==> src/rtl/lc_xfer_fsm.sv <==
module lc_xfer_fsm #(
  parameter int CNT_W   = 5,
  parameter int CNT_MAX = 24,
  parameter int TOK_W   = 16
) (
  input  logic             clk_i,
  input  logic             rst_ni,
  input  logic             req_i,
  input  logic             dev_scrapped_i,
  input  logic             rma_i,
  input  logic [CNT_W-1:0] cnt_i,
  input  logic             trans_ok_i,
  input  logic             cnt_done_i,
  input  logic             cnt_err_i,
  input  logic             hash_done_i,
  input  logic             hash_err_i,
  input  logic [TOK_W-1:0] hash_tok_i,
  input  logic [TOK_W-1:0] exp_tok_i,
  input  logic             flash_done_i,
  input  logic             flash_err_i,
  input  logic             otp_done_i,
  input  logic             otp_err_i,
  input  logic             esc0_i,
  input  logic             esc1_i,
  output logic [3:0]       phase_o,
  output logic             clk_sel_o,
  output logic             cnt_req_o,
  output logic [CNT_W-1:0] cnt_next_o,
  output logic             hash_req_o,
  output logic             flash_req_o,
  output logic             otp_req_o,
  output logic             done_o,
  output logic [2:0]       result_o,
  output logic             scrap_o,
  output logic             esc_o,
  output logic             fatal_o
);

  localparam int HALF = TOK_W / 2;
  localparam logic [CNT_W-1:0] CNT_LIM = CNT_W'(CNT_MAX);

  function automatic logic [6:0] enc(input logic [3:0] d);
    return {d, d[1] ^ d[2] ^ d[3], d[0] ^ d[2] ^ d[3], d[0] ^ d[1] ^ d[3]};
  endfunction

  localparam logic [6:0] S_RESET = enc(4'd1);
  localparam logic [6:0] S_IDLE  = enc(4'd2);
  localparam logic [6:0] S_CLK   = enc(4'd3);
  localparam logic [6:0] S_INCR  = enc(4'd4);
  localparam logic [6:0] S_CPROG = enc(4'd5);
  localparam logic [6:0] S_TCHK  = enc(4'd6);
  localparam logic [6:0] S_HASH  = enc(4'd7);
  localparam logic [6:0] S_FLASH = enc(4'd8);
  localparam logic [6:0] S_TOK0  = enc(4'd9);
  localparam logic [6:0] S_TOK1  = enc(4'd10);
  localparam logic [6:0] S_TPROG = enc(4'd11);
  localparam logic [6:0] S_POST  = enc(4'd12);
  localparam logic [6:0] S_SCRAP = enc(4'd13);
  localparam logic [6:0] S_ESC   = enc(4'd14);
  localparam logic [6:0] S_INV   = enc(4'd15);

  localparam logic [2:0] RES_OK    = 3'd1;
  localparam logic [2:0] RES_CNT   = 3'd2;
  localparam logic [2:0] RES_TRANS = 3'd3;
  localparam logic [2:0] RES_TOKEN = 3'd4;
  localparam logic [2:0] RES_FLASH = 3'd5;
  localparam logic [2:0] RES_OTP   = 3'd6;

  logic [6:0]       state_q, state_d;
  logic [2:0]       res_q, res_d;
  logic [TOK_W-1:0] tok_q;
  logic             fbad_q, fatal_q;
  logic             legal, esc_any, esc_able;

  assign legal    = (state_q[6:3] != 4'd0) && (enc(state_q[6:3]) == state_q);
  assign esc_any  = esc0_i | esc1_i;
  assign esc_able = legal && state_q != S_RESET && state_q != S_SCRAP && state_q != S_ESC;

  always_comb begin
    state_d = state_q;
    res_d   = res_q;
    case (state_q)
      S_RESET: state_d = S_IDLE;
      S_IDLE:  if (dev_scrapped_i) state_d = S_SCRAP;
               else if (req_i)     state_d = S_CLK;
      S_CLK:   state_d = S_INCR;
      S_INCR:  if (cnt_i >= CNT_LIM) begin
                 state_d = S_POST; res_d = RES_CNT;
               end else state_d = S_CPROG;
      S_CPROG: if (cnt_done_i) begin
                 if (cnt_err_i) begin state_d = S_POST; res_d = RES_CNT; end
                 else state_d = S_TCHK;
               end
      S_TCHK:  if (trans_ok_i) state_d = S_HASH;
               else begin state_d = S_POST; res_d = RES_TRANS; end
      S_HASH:  if (hash_done_i) begin
                 if (hash_err_i) begin state_d = S_POST; res_d = RES_TOKEN; end
                 else state_d = S_FLASH;
               end
      S_FLASH: if (!rma_i || flash_done_i) state_d = S_TOK0;
      S_TOK0:  if (fbad_q) begin
                 state_d = S_POST; res_d = RES_FLASH;
               end else if (tok_q[HALF-1:0] == exp_tok_i[HALF-1:0]) state_d = S_TOK1;
               else begin state_d = S_POST; res_d = RES_TOKEN; end
      S_TOK1:  if (tok_q[TOK_W-1:HALF] == exp_tok_i[TOK_W-1:HALF]) state_d = S_TPROG;
               else begin state_d = S_POST; res_d = RES_TOKEN; end
      S_TPROG: if (otp_done_i) begin
                 state_d = S_POST;
                 res_d   = otp_err_i ? RES_OTP : RES_OK;
               end
      S_POST, S_SCRAP, S_ESC: state_d = state_q;
      S_INV:   state_d = S_ESC;
      default: state_d = S_INV;
    endcase
    if (esc_any && esc_able) state_d = S_ESC;
  end

  always_ff @(posedge clk_i or negedge rst_ni) begin
    if (!rst_ni) begin
      state_q <= S_RESET;
      res_q   <= 3'd0;
      tok_q   <= '0;
      fbad_q  <= 1'b0;
      fatal_q <= 1'b0;
    end else begin
      state_q <= state_d;
      res_q   <= res_d;
      if (state_q == S_HASH && hash_done_i) tok_q <= hash_tok_i;
      if (state_q == S_FLASH && rma_i && flash_done_i && flash_err_i) fbad_q <= 1'b1;
      if (!legal) fatal_q <= 1'b1;
    end
  end

  assign phase_o     = state_q[6:3];
  assign clk_sel_o   = legal && phase_o >= 4'd3 && phase_o <= 4'd11;
  assign cnt_req_o   = state_q == S_CPROG;
  assign cnt_next_o  = cnt_i + CNT_W'(1);
  assign hash_req_o  = state_q == S_HASH;
  assign flash_req_o = state_q == S_FLASH && rma_i;
  assign otp_req_o   = state_q == S_TPROG;
  assign done_o      = state_q == S_POST;
  assign result_o    = res_q;
  assign scrap_o     = state_q == S_SCRAP;
  assign esc_o       = state_q == S_ESC;
  assign fatal_o     = fatal_q;

  AST_RESET_TO_IDLE: assert property (@(posedge clk_i) disable iff (!rst_ni)
    state_q == S_RESET |=> state_q == S_IDLE);
  AST_IDLE_REQ: assert property (@(posedge clk_i) disable iff (!rst_ni)
    state_q == S_IDLE && req_i && !dev_scrapped_i && !esc_any |=> state_q == S_CLK);
  AST_CNT_LIMIT: assert property (@(posedge clk_i) disable iff (!rst_ni)
    state_q == S_INCR && cnt_i >= CNT_LIM && !esc_any |=> state_q == S_POST && res_q == RES_CNT);
  AST_ESC_OVERRIDE: assert property (@(posedge clk_i) disable iff (!rst_ni)
    esc_any && legal && phase_o >= 4'd2 && phase_o <= 4'd12 |=> state_q == S_ESC);
  AST_ESC_STICKY: assert property (@(posedge clk_i) disable iff (!rst_ni)
    state_q == S_ESC |=> state_q == S_ESC);
  AST_SCRAP_STICKY: assert property (@(posedge clk_i) disable iff (!rst_ni)
    state_q == S_SCRAP |=> state_q == S_SCRAP);
  AST_POST_HOLD: assert property (@(posedge clk_i) disable iff (!rst_ni)
    state_q == S_POST && !esc_any |=> state_q == S_POST && $stable(res_q));
  AST_ILLEGAL_TRAP: assert property (@(posedge clk_i) disable iff (!rst_ni)
    !legal |=> state_q == S_INV && fatal_o);
  AST_FATAL_STICKY: assert property (@(posedge clk_i) disable iff (!rst_ni)
    fatal_o |=> fatal_o);
  AST_TOK1_SINGLE: assert property (@(posedge clk_i) disable iff (!rst_ni)
    state_q == S_TOK1 |=> state_q != S_TOK1);
  AST_REQ_ONEHOT: assert property (@(posedge clk_i) disable iff (!rst_ni)
    $onehot0({cnt_req_o, hash_req_o, flash_req_o, otp_req_o}));

endmodule

==> config.mk <==
export PLATFORM = sky130hd
export DESIGN_NAME = lc_xfer_fsm
export DESIGN_NICKNAME = d
export VERILOG_FILES = /design/src/rtl/lc_xfer_fsm.sv
export SDC_FILE = /design/constraint.sdc
export NUM_CORES = 1
export LEC_CHECK = 0
export ABC_AREA = 1
export BUFFER_PORTS_ARGS = -buffer_cell sky130_fd_sc_hd__clkbuf_2
export CAP_MARGIN = 20
export CORE_MARGIN = 2
export CORE_UTILIZATION = 29
export DETAILED_ROUTE_END_ITERATION = 6
export GPL_ROUTABILITY_DRIVEN = 0
export PLACE_DENSITY_LB_ADDON = 0.15
export REMOVE_ABC_BUFFERS = 1
export SYNTH_ARGS = -nofsm -noshare
export SYNTH_HDL_FRONTEND = slang
export SYNTH_SLANG_ARGS = --single-unit
export TNS_END_PERCENT = 30
==> constraint.sdc <==
create_clock -name clk_i -period 3.8 [get_ports clk_i]
set_input_delay 0.76 -clock clk_i [delete_from_list [all_inputs] [get_ports clk_i]]
set_output_delay 0.76 -clock clk_i [all_outputs]
set_load 0.02 [all_outputs]
Yosys cells after proc, flatten, opt, wreduce, memory -nomap -nowiden

Cells that the tools add are included.

Add/sub/neg operators: 1
Div/mod/pow operators: 0
Magnitude comparators: 3
Multiply operators: 0
Mux-type cells: 27
Bitwise logic cells: 7
Reductions and logical operators: 18
Shift-type cells: 0
Eq/ne operators: 36

Operator list:

| kind                                                                  | number |
|---|---|
| 7-bit case mux with 13 select lines                                   | 1 |
| 7-bit 2-to-1 mux                                                      | 10 |
| 7-bit == test, second input constant                                  | 8 |
| 3-bit 2-to-1 mux                                                      | 11 |
| 7-bit by 6-bit == test with 1-bit output, second input constant       | 4 |
| 6-bit 2-to-1 mux                                                      | 4 |
| 3-bit case mux with 7 select lines                                    | 1 |
| 2-bit != test, second input constant                                  | 9 |
| 8-bit == test                                                         | 2 |
| 7-bit by 5-bit == test with 1-bit output, second input constant       | 2 |
| 7-bit != test, second input constant                                  | 2 |
| 1-bit logical AND                                                     | 11 |
| 10-bit AND reduction                                                  | 1 |
| 3-bit by 2-bit != test with 1-bit output, second input constant       | 3 |
| 7-bit by 4-bit == test with 1-bit output, second input constant       | 1 |
| 7-bit by 4-bit != test with 1-bit output, second input constant       | 1 |
| 7-bit nonzero test                                                    | 1 |
| 3-bit != test, second input constant                                  | 2 |
| 6-bit AND reduction                                                   | 1 |
| 1-bit bitwise XOR                                                     | 6 |
| 5-bit by 1-bit adder with 5-bit output, second input constant         | 1 |
| 5-bit >= comparator, second input constant                            | 1 |
| 4-bit by 2-bit >= comparator with 1-bit output, second input constant | 1 |
| 4-bit <= comparator, second input constant                            | 1 |
| other kinds (7)                                                       | 7 |

Memory bits (writable): 0
Word-level logic and storage cells: 97
Output and inout bits: 21
Bits in latches: 0
Bits of input ports: 53
Flip-flop bits (word level): 28
Memories: 0
Bits in read-only memories: 0

Longest topological paths before layout

Depth after elaboration: 10
Depth in mapped cells: 13

Least setup slack after synthesis

No wires, ideal clock.

Kind: reg-to-output
Start point: register state_q[3]
End point: output clk_sel_o
Data arrival time: 1822 ps
Buffers on the path: 0
Stages on the path, launching flop included: 8
Data required time: 3040 ps
Setup slack: 1218 ps
Cell sequence: dfstp_2 -> inv_2 -> ha_1 -> nand3_1 -> nand2_1 -> nor2_1 -> nand2_1 -> a211oi_1

Cells in the longest elaborated chain, start to end: 6

RTL lines:

| what                            | line | RTL |
|---|---|---|
| start: declaration              | 69   | `logic [6:0] state_q, state_d;` |
| start signal: assignment        | 126  | `state_q <= state_d;` |
| 1-bit bitwise XOR (2 in series) | 43   | `return {d, d[1] ^ d[2] ^ d[3], d[0] ^ d[2] ^ d[3], d[0] ^ d[1] ^ d[3]};` |
| 3-bit == test                   | 75   | `assign legal = (state_q[6:3] != 4'd0) && (enc(state_q[6:3]) == state_q);` |
| 1-bit logical AND               | 75   |  |
| 1-bit logical AND               | 135  | `assign clk_sel_o = legal && phase_o >= 4'd3 && phase_o <= 4'd11;` |
| 1-bit logical AND *             | 135  |  |
| end: declaration                | 26   | `output logic clk_sel_o,` |

Mark *: on every way between the ends. The rest lies on a longest branch, timed or not.

Final worst setup path

Start point: register state_q[5]
End point: output clk_sel_o

The elaborated chain is that of the path after synthesis.

==> impl_metrics.csv <==
group,metric,value,unit
grt,use_met1,21.72,%
clock_network,clockRootBuffer,"clkbuf_8",
yosys,ys_seq_elements,28,
yosys,yosys_warnings,0,
clock_network,cts_buffers,3,
grt,grt_max_degree,29,
route,vias_per_cell,4.513,
yosys,synth-edff-count,0,
sta,period_needed,2876,ps
grt,grt_overflow_total,0,
route,drt_iter0_markers,109,
route,ant_nets,0,
clock_network,cts_repair_resize_count,0,
setup_path,cp.arrival,2120,ps
power,p_int,0.0006024,W
yosys,yosys.area_share.simple,38.13,%
setup_path,critPathKind,"reg -> out",
yosys,synthFlopType,"dfrtp_1",
power,clkPwrFrac,17.2,%
setup_path,cp.required,3040,ps
sta,skew,3.259,ps
place,post-place-ws,1227,ps
yosys,synthAdderAreaFrac,4.260,%
route,drtPass1Iterations,4,
grt,use_met3,2.488,%
yosys,postSynthCellCount,347,
run_status,status,"finished, final reports clean",
layout,area_growth,21.09,%
yosys,ys_async_sr_fraction,100.0,%
sta,rsz0062_at_grt,"false",
die,core_area,0.007807,mm^2
clock_network,numClockSinks,28,
min_path,hold_path.class,"reg -> reg",
clock_network,clk_pin_slew_worst_paths,100,ps
sta,fmax,347.7,MHz
sta,finalSetupTns,0,ps
sta,setup_viol,0,
clock_network,cts_hold_buf,0,
die,die_area,0.008839,mm^2
yosys,synth_cell_type_count,28,
sta,slew_headroom,51.40,%
layout,utilization,36.44,%
grt,met2_usage,23.63,%
layout,diodes,0,
sta,timing.final.ws_setup,924.4,ps
run,cap_violations,0,
die,start_util,30.10,%
grt,antenna_found_initial,0,
die,die_w,94.02,um
die,io_pins,74,
power,leakagePower,1.755,nW
place,port-buffer-count,73,
yosys,synth_area_leader_cell,"dfrtp_1",
sta,worst_pin_slew,729.0,ps
power,ir_drop,0.1401,mV
route,vias,2342,
power,pwr-share-seq,36.5,%
layout,finalNetCount,479,
sta,final-max-slew-violation-count,0,
layout,num-fill-cells,861,
grt,grt_pass1_wl,10670,um
yosys,synth_compound_area_share,4.686,%
yosys,yosysSeqAreaShare,29.98,%
place,place_area,0.002790,mm^2
layout,drive_above_1_share,27.34,%
yosys,synth_top_cells_by_count,"nand2_1 (96), inv_1 (52), nor2_1 (43)",
die,num_rows,32,
yosys,synthTopCellsByArea,"dfrtp_1 (27%), nand2_1 (15%), inv_1 (8.3%)",
setup_path,critPathMaxFanout,8,
clock_network,clock_latency,270,ps
clock_network,htree_levels,1,
grt,grt_pass1_vias,2297,
yosys,synth_area,0.002350,mm^2
power,power_frac_comb,46.4,%
power,power_switching,0.0004906,W
power,switching_share,44.89,%
yosys,synth_most_common_cell,"nand2_1",
yosys,synth_top_area_share,26.62,%
grt,grt.busiest_layer,"met2",
setup_path,end_kind,"primary output",
sta,fin_crit_sh,75.67,%
clock_network,cts_tree,"built",
die,die_height,94.02,um
place,dpl.hpwl,5309,um
route,drc_errors,0,
yosys,synth_xor_xnor_area_share,5.218,%
yosys,avgSynthCellArea,6.772,um^2
setup_path,crit_path_start_kind,"register",
grt,track_usage,15.11,%
layout,final_area,0.002845,mm^2
clock_network,cts_buffer_depth,2,
yosys,synth_mux_area_share,6.070,%
clock_network,post_cts.repair.setup_buffers,0,
route,wl_per_cell,12.22,um
route,routed_wl,6340,um
yosys,synth_top_family_by_area,"simple AND/OR/NAND/NOR gates",
power,powerDensity,384.2,mW/mm^2
sta,hold_viol_final,0,
==> final cells by class <==
class | instances | area (um^2) | area share [%]
clock buffer | 4 | 55.05 | 1.935
sequential | 28 | 704.4 | 24.76
multi-input combinational | 253 | 1371 | 48.20
tap | 102 | 127.6 | 4.485
timing repair buffer | 73 | 365.4 | 12.84
inverter | 59 | 221.5 | 7.784
==> layer usage <==
| layer | vias up | share of wire [%] |
|---|---|---|
| met5 | - | 0 |
| met1 | 1057 | 49 |
| met3 | 4 | 5.0 |
| li1 | 1215 | - |
| met2 | 66 | 46 |
| met4 | 0 | 0.62 |
==> registers in the layout, summed over array words and instances (netlist names) <==
name and cells:
tok_q 16, state_q 7, result_o 3, fatal_o 1, fbad_q 1
==> power groups by stage <==
stage / Sequential, W / Combinational [W] / Clock (W)
floorplan: 0.000402 / 0.000344 / 0
global placement: 0.000401 / 0.000508 / 0
detailed placement: 0.000403 / 0.000503 / 0
CTS: 0.000398 / 0.000506 / 0.000195
global route: 0.000403 / 0.000579 / 0.000210
finish: 0.000399 / 0.000507 / 0.000187
==> cells by family after synthesis <==
kind of cell	count (synthesis)
AOI/OAI and AO/OA	20
xor gates and xnor gates	14
adders and majority gates	8
buffers and inverters	66
DFF	28
muxes	10
and+or+nand+nor	201
==> through the flow <==
| step | instances | hold slack, ps | power [W] |
|---|---|---|---|
| 2_1_floorplan | 340 | 447.6 | 0.0007458 |
| 3_3_place_gp | 515 | 466.9 | 0.0009089 |
| 3_5_place_dp | 515 | 469.4 | 0.0009067 |
| 4_1_cts | 519 | 494.7 | 0.001099 |
| 5_1_grt | 519 | 514.3 | 0.001192 |
| 6_report | 519 | 485.8 | 0.001093 |
==> final timing paths <==
check | depth (start not counted) | to | startpoint | slack (ps)
setup / recovery | 9 | clk_sel_o | state_q[5]$_DFFE_PN0P_ | 920
hold / removal | 2 | result_o[2]$_DFFE_PN0P_ | result_o[2]$_DFFE_PN0P_ | 490
setup reg to reg | 7 | tok_q[8]$_DFFE_PN0P_ | state_q[5]$_DFFE_PN0P_ | 1580
hold reg to reg | 2 | result_o[2]$_DFFE_PN0P_ | result_o[2]$_DFFE_PN0P_ | 490
max in group asynchronous | 1 | tok_q[11]$_DFFE_PN0P_ | rst_ni | 2810
min in group asynchronous | 1 | fatal_o$_DFFE_PN0N_ | rst_ni | 520
==> placed cells by master, fill, tap and decap left out <==
master and count:
o21ai_2 1, nand3_1 34, dfstp_2 3, nor3_1 2
clkbuf_8 4, nor2_1 43, xor2_1 4, nor2_2 2
ha_1 8, a211oi_1 1, a21oi_1 10, nand2_1 96
nand2_2 4, mux2_2 2, inv_2 7, nand4_1 10
inv_1 52, clkbuf_2 73, o21ai_1 4, xnor2_1 10
mux2_4 8, or2_2 3, dfrtp_1 25, nor2_4 4
nand3_2 3, o221ai_1 1, o21ai_0 3
==> critical path, cell delays in order, from the launching register on <==
cell      delay (ps)
dfrtp_1          520
inv_1            150
ha_1             300
xor2_1           150
nand2_1           80
nand2_1           50
nor2_1           130
nand2_1           80
a211oi_1         170
clkbuf_2         200
Note: power is estimated with default switching activity, not from simulation.
